[src/rtl/lcd_frame_rx_pkg.sv]
package lcd_frame_rx_pkg;
  // Control fields held from a direction-0 frame, LSB = first arrived field.
  typedef struct packed {
    logic       pwr_save;
    logic       seg_blank;
    logic       half_bias;
    logic [2:0] port_mode;
  } ctl_fields_t;

  localparam int CTL_FIELD_W = $bits(ctl_fields_t);
endpackage

[src/rtl/lcd_frame_rx_sync.sv]
module lcd_frame_rx_sync #(
  parameter int N = 3
) (
  input  logic         clk,
  input  logic         rst_n,
  input  logic [N-1:0] async_in,
  output logic [N-1:0] sync_out
);
  genvar gi;
  generate
    for (gi = 0; gi < N; gi++) begin : g_bit
      logic meta_q, stab_q;
      always_ff @(posedge clk or negedge rst_n) begin
        if (!rst_n) begin
          meta_q <= 1'b0;
          stab_q <= 1'b0;
        end else begin
          meta_q <= async_in[gi];
          stab_q <= meta_q;
        end
      end
      assign sync_out[gi] = stab_q;
    end
  endgenerate
endmodule

[src/rtl/lcd_frame_rx_deframe.sv]
module lcd_frame_rx_deframe #(
  parameter int          ADDR_W   = 8,
  parameter logic [7:0]  DEV_ADDR = 8'h44,
  parameter int          PAY_W    = 56,
  parameter int          BANK_W   = 44,
  parameter int          CTL_W    = 6
) (
  input  logic              clk,
  input  logic              rst_n,
  input  logic              sel_lvl,
  input  logic              sck_lvl,
  input  logic              dat_lvl,
  output logic              commit,
  output logic              commit_dir,
  output logic [BANK_W-1:0] pay_bank,
  output logic [CTL_W-1:0]  pay_ctl
);
  localparam int CNT_W   = $clog2(PAY_W + 2);
  localparam int CNT_SAT = PAY_W + 1;
  localparam int CTL_LSB = PAY_W - 1 - CTL_W;

  logic              sel_q, sck_q;
  logic              sel_rise, sel_fall, sck_rise;
  logic [ADDR_W-1:0] addr_sr;
  logic [PAY_W-1:0]  pay_sr;
  logic [CNT_W-1:0]  bit_cnt;
  logic              addr_hit;

  always_ff @(posedge clk or negedge rst_n) begin
    if (!rst_n) begin
      sel_q <= 1'b0;
      sck_q <= 1'b0;
    end else begin
      sel_q <= sel_lvl;
      sck_q <= sck_lvl;
    end
  end

  assign sel_rise = sel_lvl & ~sel_q;
  assign sel_fall = ~sel_lvl & sel_q;
  assign sck_rise = sck_lvl & ~sck_q;

  always_ff @(posedge clk or negedge rst_n) begin
    if (!rst_n) begin
      addr_sr  <= '0;
      pay_sr   <= '0;
      bit_cnt  <= '0;
      addr_hit <= 1'b0;
    end else begin
      if (sck_rise && !sel_lvl)
        addr_sr <= {dat_lvl, addr_sr[ADDR_W-1:1]};
      if (sel_rise) begin
        addr_hit <= (addr_sr == DEV_ADDR[ADDR_W-1:0]);
        bit_cnt  <= '0;
      end else if (sel_fall) begin
        addr_hit <= 1'b0;
      end
      if (sck_rise && sel_lvl) begin
        pay_sr <= {dat_lvl, pay_sr[PAY_W-1:1]};
        if (bit_cnt != CNT_SAT[CNT_W-1:0])
          bit_cnt <= bit_cnt + 1'b1;
      end
    end
  end

  assign commit     = sel_fall && addr_hit && (bit_cnt == PAY_W[CNT_W-1:0]);
  assign commit_dir = pay_sr[PAY_W-1];
  assign pay_bank   = pay_sr[BANK_W-1:0];
  assign pay_ctl    = pay_sr[CTL_LSB +: CTL_W];

  // Bits between the bank and the control field are fixed filler.
  logic unused_fill;
  assign unused_fill = ^pay_sr[CTL_LSB-1:BANK_W];
endmodule

[src/rtl/lcd_frame_rx_store.sv]
module lcd_frame_rx_store
  import lcd_frame_rx_pkg::*;
#(
  parameter int BANK_W = 44
) (
  input  logic                  clk,
  input  logic                  rst_n,
  input  logic                  commit,
  input  logic                  commit_dir,
  input  logic [BANK_W-1:0]     pay_bank,
  input  ctl_fields_t           pay_ctl,
  output logic [2*BANK_W-1:0]   image,
  output ctl_fields_t           ctl_q,
  output logic                  ctl_empty
);
  localparam int NBANK = 2;

  genvar gb;
  generate
    for (gb = 0; gb < NBANK; gb++) begin : g_bank
      logic [BANK_W-1:0] bank_q;
      always_ff @(posedge clk or negedge rst_n) begin
        if (!rst_n)
          bank_q <= '0;
        else if (commit && (commit_dir == gb[0]))
          bank_q <= pay_bank;
      end
      assign image[gb*BANK_W +: BANK_W] = bank_q;
    end
  endgenerate

  always_ff @(posedge clk or negedge rst_n) begin
    if (!rst_n) begin
      ctl_q     <= '0;
      ctl_empty <= 1'b1;
    end else if (commit && !commit_dir) begin
      ctl_q     <= pay_ctl;
      ctl_empty <= 1'b0;
    end
  end
endmodule

[src/rtl/lcd_frame_rx.sv]
module lcd_frame_rx
  import lcd_frame_rx_pkg::*;
#(
  parameter int         ADDR_W   = 8,
  parameter logic [7:0] DEV_ADDR = 8'h44,
  parameter int         BANK_W   = 44,
  parameter int         PAY_W    = 56
) (
  input  logic                clk,
  input  logic                rst_n,
  input  logic                ce_in,
  input  logic                sck_in,
  input  logic                sdi_in,
  output logic [2*BANK_W-1:0] disp_image,
  output logic [2:0]          port_mode,
  output logic                half_bias,
  output logic                seg_blank,
  output logic                pwr_save,
  output logic                ctl_empty
);
  localparam int NSYNC = 3;

  logic [NSYNC-1:0]       sync_lvl;
  logic                   commit, commit_dir;
  logic [BANK_W-1:0]      pay_bank;
  logic [CTL_FIELD_W-1:0] pay_ctl;
  ctl_fields_t            ctl_q;

  lcd_frame_rx_sync #(.N(NSYNC)) u_sync (
    .clk      (clk),
    .rst_n    (rst_n),
    .async_in ({sdi_in, sck_in, ce_in}),
    .sync_out (sync_lvl)
  );

  lcd_frame_rx_deframe #(
    .ADDR_W   (ADDR_W),
    .DEV_ADDR (DEV_ADDR),
    .PAY_W    (PAY_W),
    .BANK_W   (BANK_W),
    .CTL_W    (CTL_FIELD_W)
  ) u_deframe (
    .clk        (clk),
    .rst_n      (rst_n),
    .sel_lvl    (sync_lvl[0]),
    .sck_lvl    (sync_lvl[1]),
    .dat_lvl    (sync_lvl[2]),
    .commit     (commit),
    .commit_dir (commit_dir),
    .pay_bank   (pay_bank),
    .pay_ctl    (pay_ctl)
  );

  lcd_frame_rx_store #(.BANK_W(BANK_W)) u_store (
    .clk        (clk),
    .rst_n      (rst_n),
    .commit     (commit),
    .commit_dir (commit_dir),
    .pay_bank   (pay_bank),
    .pay_ctl    (ctl_fields_t'(pay_ctl)),
    .image      (disp_image),
    .ctl_q      (ctl_q),
    .ctl_empty  (ctl_empty)
  );

  assign port_mode = ctl_q.port_mode;
  assign half_bias = ctl_q.half_bias;
  assign seg_blank = ctl_q.seg_blank;
  assign pwr_save  = ctl_q.pwr_save;
endmodule

[config.mk]
export PLATFORM = sky130hd
export DESIGN_NAME = lcd_frame_rx
export DESIGN_NICKNAME = d
export VERILOG_FILES = /design/src/rtl/lcd_frame_rx_pkg.sv /design/src/rtl/lcd_frame_rx_sync.sv /design/src/rtl/lcd_frame_rx_deframe.sv /design/src/rtl/lcd_frame_rx_store.sv /design/src/rtl/lcd_frame_rx.sv
export SDC_FILE = /design/constraint.sdc
export NUM_CORES = 1
export LEC_CHECK = 0
export CAP_MARGIN = 30
export CORE_ASPECT_RATIO = 0.75
export CORE_MARGIN = 4
export CORE_UTILIZATION = 50
export DETAILED_ROUTE_END_ITERATION = 10
export PLACE_DENSITY = 0.75
export SLEW_MARGIN = 30
export SYNTH_ARGS = -nofsm -noshare
export SYNTH_HDL_FRONTEND = slang
export SYNTH_SLANG_ARGS = --single-unit
export TNS_END_PERCENT = 20
[constraint.sdc]
create_clock -name clk -period 2.2 [get_ports clk]
set_input_delay 0.55 -clock clk [delete_from_list [all_inputs] [get_ports clk]]
set_output_delay 0.55 -clock clk [all_outputs]
set_load 0.01 [all_outputs]
== Yosys cells after proc, flatten, opt, wreduce, memory -nomap -nowiden ==
Cells that the tools add are included.
Storage, ports and cells
  bits in registers: 174
  bits of input ports: 5
  output and inout bits: 95
  logic and storage cells: 45
Cells by class
  add/subtract/negate cells: 1
  equal/unequal tests: 3
  muxes and demuxes: 5
  bitwise logic cells: 7
  reductions and logical operators: 10
Operator list (count)
  $mux W6: 3
  $eq A8 B7 Y1 const B: 1
  $logic_and A1 B1 Y1: 7
  $add A6 B1 Y6 const B: 1
  $eq A6 B6 Y1 const B: 1
  $ne A6 B6 Y1 const B: 1
  $not A1 Y1: 4
  $and A1 B1 Y1: 3
  $logic_not A1 Y1: 2
  $mux W1: 2
  $reduce_bool A2 Y1: 1

== Depth between registers and ports, before layout ==
  word-level depth: 5
  depth in mapped cells: 7

== Cells and area by module ==
Synthesis repeated with hierarchy kept, for this count alone.
Second synthesis, totals
  cells, all modules: 442
  area total of the unflattened synthesis: 6985.4 sq um
Modules (own cells, without submodules)
  lcd_frame_rx_store: times used 1, cells an instance 202, area an instance 3543.4 sq um
  lcd_frame_rx_deframe: times used 1, cells an instance 231, area an instance 3269.4 sq um
  lcd_frame_rx_sync: times used 1, cells an instance 9, area an instance 172.7 sq um

== Worst setup path after synthesis ==
OpenSTA, ideal clock, no wires.
  path type: register -> register
  start: register u_deframe.bit_cnt[0]
  end: register u_store.ctl_q[2] (netlist name)
  setup time: 125 ps
  arrival: 1555 ps
  setup slack: 520 ps
  cell stages (with the launch flop): 8
  period minus slack after synthesis: 1680 ps
  cells stage by stage: dfrtp_1 > inv_1 > ha_1 > and3_1 > and3b_1 > buf_6 > buf_12 > mux2_4
On the way
  longest elaborated chain between the ends: 3
RTL lines
  start, declared: RTL line lcd_frame_rx_deframe.sv:26  | logic [CNT_W-1:0] bit_cnt;
  start signal, assigned: RTL line lcd_frame_rx_deframe.sv:61  | bit_cnt <= bit_cnt + 1'b1;
  $eq A6 B6 Y1: RTL line lcd_frame_rx_deframe.sv:66  | assign commit = sel_fall && addr_hit && (bit_cnt == PAY_W[CNT_W-1:0]);
  $logic_and A1 B1 Y1: RTL line lcd_frame_rx_deframe.sv:66
  $logic_and A1 B1 Y1: RTL line lcd_frame_rx_store.sv:36  | end else if (commit && !commit_dir) begin
Every way passes these cells.
A chain may end at the register's enable or synchronous reset.

== Final worst setup path ==
  start: register u_store.ctl_empty
  end: output ctl_empty
RTL lines
  start, declared: RTL line lcd_frame_rx_store.sv:14  | output logic ctl_empty
  start signal, assigned: RTL line lcd_frame_rx_store.sv:35  | ctl_empty <= 1'b1;
  start signal, assigned: RTL line lcd_frame_rx_store.sv:38  | ctl_empty <= 1'b0;
  end, declared: RTL line lcd_frame_rx.sv:19  | output logic ctl_empty
No word-level cell between the ends.

==> summary.txt <==
CTS
  – TritonCTS buffer count: 17
  – Worst-path clk slew: ~0.070 ns
  – Num Clock Sinks: approximately 170
  – CTS Buffer Depth: 2
  – H-tree depth: 4
  – Post_cts resized: 0
  – Hold buffers post-CTS: 0
  – Clock latency on the worst-skew pair: about 0.42 ns
  – Root Buffer: clkbuf_16
  – Setup repair bufs after CTS: 0
  – TritonCTS clock tree: built

Global route
  – Initial antenna violation count: 0
  – Total GRT Usage: 0.183
  – Grt ovf: 0
  – Vias in the first global route: between 4,000 and 5,000
  – First-pass GRT wire length: 22.3 mm
  – Largest net degree at the start of global routing: 67

Die
  – Effective utilization at floorplan: 0.518
  – Die ar.: 0.0156 mm²
  – Die Wd: 143 µm
  – IO Count: 100
  – Row count: 36
  – Die Ht: 109 µm
  – Area of the core: between 0.01 and 0.015 mm²

Setup path
  – Setup CP Type: reg2out
  – Crit. End Element: output pin
  – Kind of cell adding the most delay to the critical path: flip-flops
  – CP max stage delay: between 0.5 and 0.6 ns
  – Required @ worst endpoint: roughly 1.7 ns
  – Crit path DAT: between 1 and 1.5 ns
  – WP buf/inv: 1
  – Crit path cell chain: clkdlybuf4s50_1
  – Crit-path max FO: 2
  – Startpoint type of the worst setup path: flop
  – Critical-path top delay cell: dfstp_2

Power
  – Clock Power Share: 0.478
  – Sw Ratio: 0.214
  – Peak supply drop: about 0.6 mV
  – Logic pwr share: 0.036
  – Pleak: 4.36 nW
  – Psw: 0.00149 W
  – Cell-internal power: 0.00549 W
  – PD cells: 803 mW/mm²
  – Sequential Power Share: 0.486

Timing
  – Max-slew headroom: 0.566
  – Peak Freq: just under 500 MHz
  – Worst hold slack: 0.0418 ns
  – Final hold vios: 0
  – Worst-Margin Slew: roughly 0.65 ns
  – Fin crit share: 0.916
  – Final setup TNS: 0 ns
  – Tmin final: ~2 ns
  – RSZ-0062 raised after global routing: false
  – Setup Skew: approximately 0.012 ns
  – Setup violations, final: 0
  – Setup ws final: 0.186 ns
  – Pins over their slew limit: 0

Cells and area
  – Syn-to-layout area delta: 27.2%
  – Final nets: approximately 630
  – Diode count: 0
  – Final Cell Area: 0.00869 mm²
  – Share of cells above drive strength 1: 0.246
  – Final Core Density: 0.659

Drt
  – Vias per cell: ~5.1
  – DRT Wirelength: around 13 mm
  – Wire per inst: between 15 and 20 µm
  – Detailed Route Iter0 Violations: between 150 and 200
  – Post-DRT Antenna Nets: 0
  – Via count: 4,102
  – Detailed-router iteration count before antenna repair: 4
  – Post-route DRC: 0

Placement
  – Port bufs: 99
  – Pre-CTS setup slack: around 0.34 ns
  – Post-DP Area: about 0.008 mm²
  – HPWL after detailed placement: around 9 mm
  – RD Place Congestion: 0.770

Yosys
  – EDFF count, synth: 0
  – Sequential area share after synthesis: 0.637
  – YS warnings: 0
  – Top FF cell, synth: dfrtp_1
  – Avg Inst Size Synth: approximately 13 µm²
  – Yosys cell types: 34
  – Mapped Area: a little under 0.007 mm²
  – Yosys reg bits: 174
  – Async SR Flop Fraction: 1.00
  – Net count after synthesis: around 520
  – Mapped Cells: 509

Job
  – Max-cap violations: 0

Run status
  – Status: complete, no violations

Worst hold path
  – HP Class: in2async
-- worst paths after layout --
check                           cells after the start  slack [ns]                            to                   start
min in group clk                                    0        0.35        u_sync.g_bit[2].stab_q  u_sync.g_bit[2].meta_q
worst min register to register                      0        0.35        u_sync.g_bit[2].stab_q  u_sync.g_bit[2].meta_q
worst max register to register                      6        0.34  u_store.g_bank[0].bank_q[37]    u_deframe.bit_cnt[1]
max in group asynchronous                           2        1.46          u_deframe.pay_sr[27]                   rst_n
worst min-delay path                                1        0.04  u_store.g_bank[1].bank_q[38]                   rst_n
worst max-delay path                                1        0.19                     ctl_empty       u_store.ctl_empty
-- registers in the layout, summed over array words and instances (netlist names) --
| signal | cells |
|---|---|
| u_deframe.sck_q | 1 |
| u_sync.g_bit.meta_q | 3 |
| u_store.g_bank.bank_q | 88 |
| u_deframe.pay_sr | 56 |
| u_sync.g_bit.stab_q | 3 |
| u_deframe.addr_sr | 8 |
| u_deframe.bit_cnt | 6 |
| u_store.ctl_q | 6 |
| u_deframe.addr_hit | 1 |
| u_deframe.sel_q | 1 |
| u_store.ctl_empty | 1 |
-- power by group through the flow --
stage                     Clock (W)  Sequential (W)  Combinational (W)
after CTS                   0.00340         0.00339           0.000258
after global placement            0         0.00344           0.000243
after detailed placement          0         0.00345           0.000254
final                       0.00334         0.00339           0.000248
after global routing        0.00353         0.00340           0.000293
after floorplan                   0         0.00343           0.000142
-- cells in the mapped netlist (2+ instances only) --
cell | number | area [µm²]
and3b_1 | 2 | 17.5
buf_2 | 8 | 40.0
nand2_1 | 170 | 638
inv_1 | 4 | 15.0
dfrtp_1 | 173 | 4330
clkbuf_1 | 6 | 22.5
mux2_4 | 49 | 736
nor4b_1 | 2 | 17.5
buf_1 | 3 | 11.3
ha_1 | 5 | 62.6
mux2_2 | 54 | 608
buf_12 | 5 | 100
mux2i_1 | 3 | 30.0
nand2b_1 | 3 | 18.8
and3_1 | 3 | 18.8
-- final cells by class --
cell class                      count  area [µm²]
Clock buffer                       18         439
Tap cell                          171         214
Timing Repair Buffer              113        1160
Sequential cell                   174        4360
Fill cell                         936        4510
Clock inverter                     14         224
Inverter                            4        15.0
Multi-Input combinational cell    308        2280
-- layout by cell type, fill, tap and decap left out, types with 2 or more instances in the layout --
cell type / count
mux2_2: 54
bufinv_16: 5
mux2_4: 49
ha_1: 5
nand2b_1: 3
buf_12: 5
buf_4: 9
mux2i_1: 3
clkdlybuf4s50_1: 98
and3_1: 3
nand2_1: 170
clkbuf_16: 17
dfrtp_1: 173
inv_1: 4
nor4b_1: 2
inv_6: 6
-- routing by layer --
layer | vias to the layer above | part of all wire | global-route usage
met5 | - | 0 | 0
met4 | 0 | 0.014 | 0.0583
met3 | 18 | 0.055 | 0.0513
met2 | 102 | 0.46 | 0.276
met1 | 2082 | 0.48 | 0.260
li1 | 1900 | - | -
-- logic make-up (layout without fill, tap and decap cells) --
kind of cell    Yosys count  after routing  synth area share
buf+inv                  27            149            0.0293
compound gates            6              6           0.00641
fa+ha+maj                 5              5           0.00915
xor+xnor                  1              1           0.00128
flops                   174            174             0.637
simple gates            190            190             0.116
mux                     106            106             0.201
-- stage by stage --
step	cells	power, W
after CTS	802	0.00705
final	802	0.00698
after floorplan	509	0.00357
after global routing	802	0.00723
after global placement	770	0.00369
after detailed placement	770	0.00370
Power figures use the tool's default switching activity.
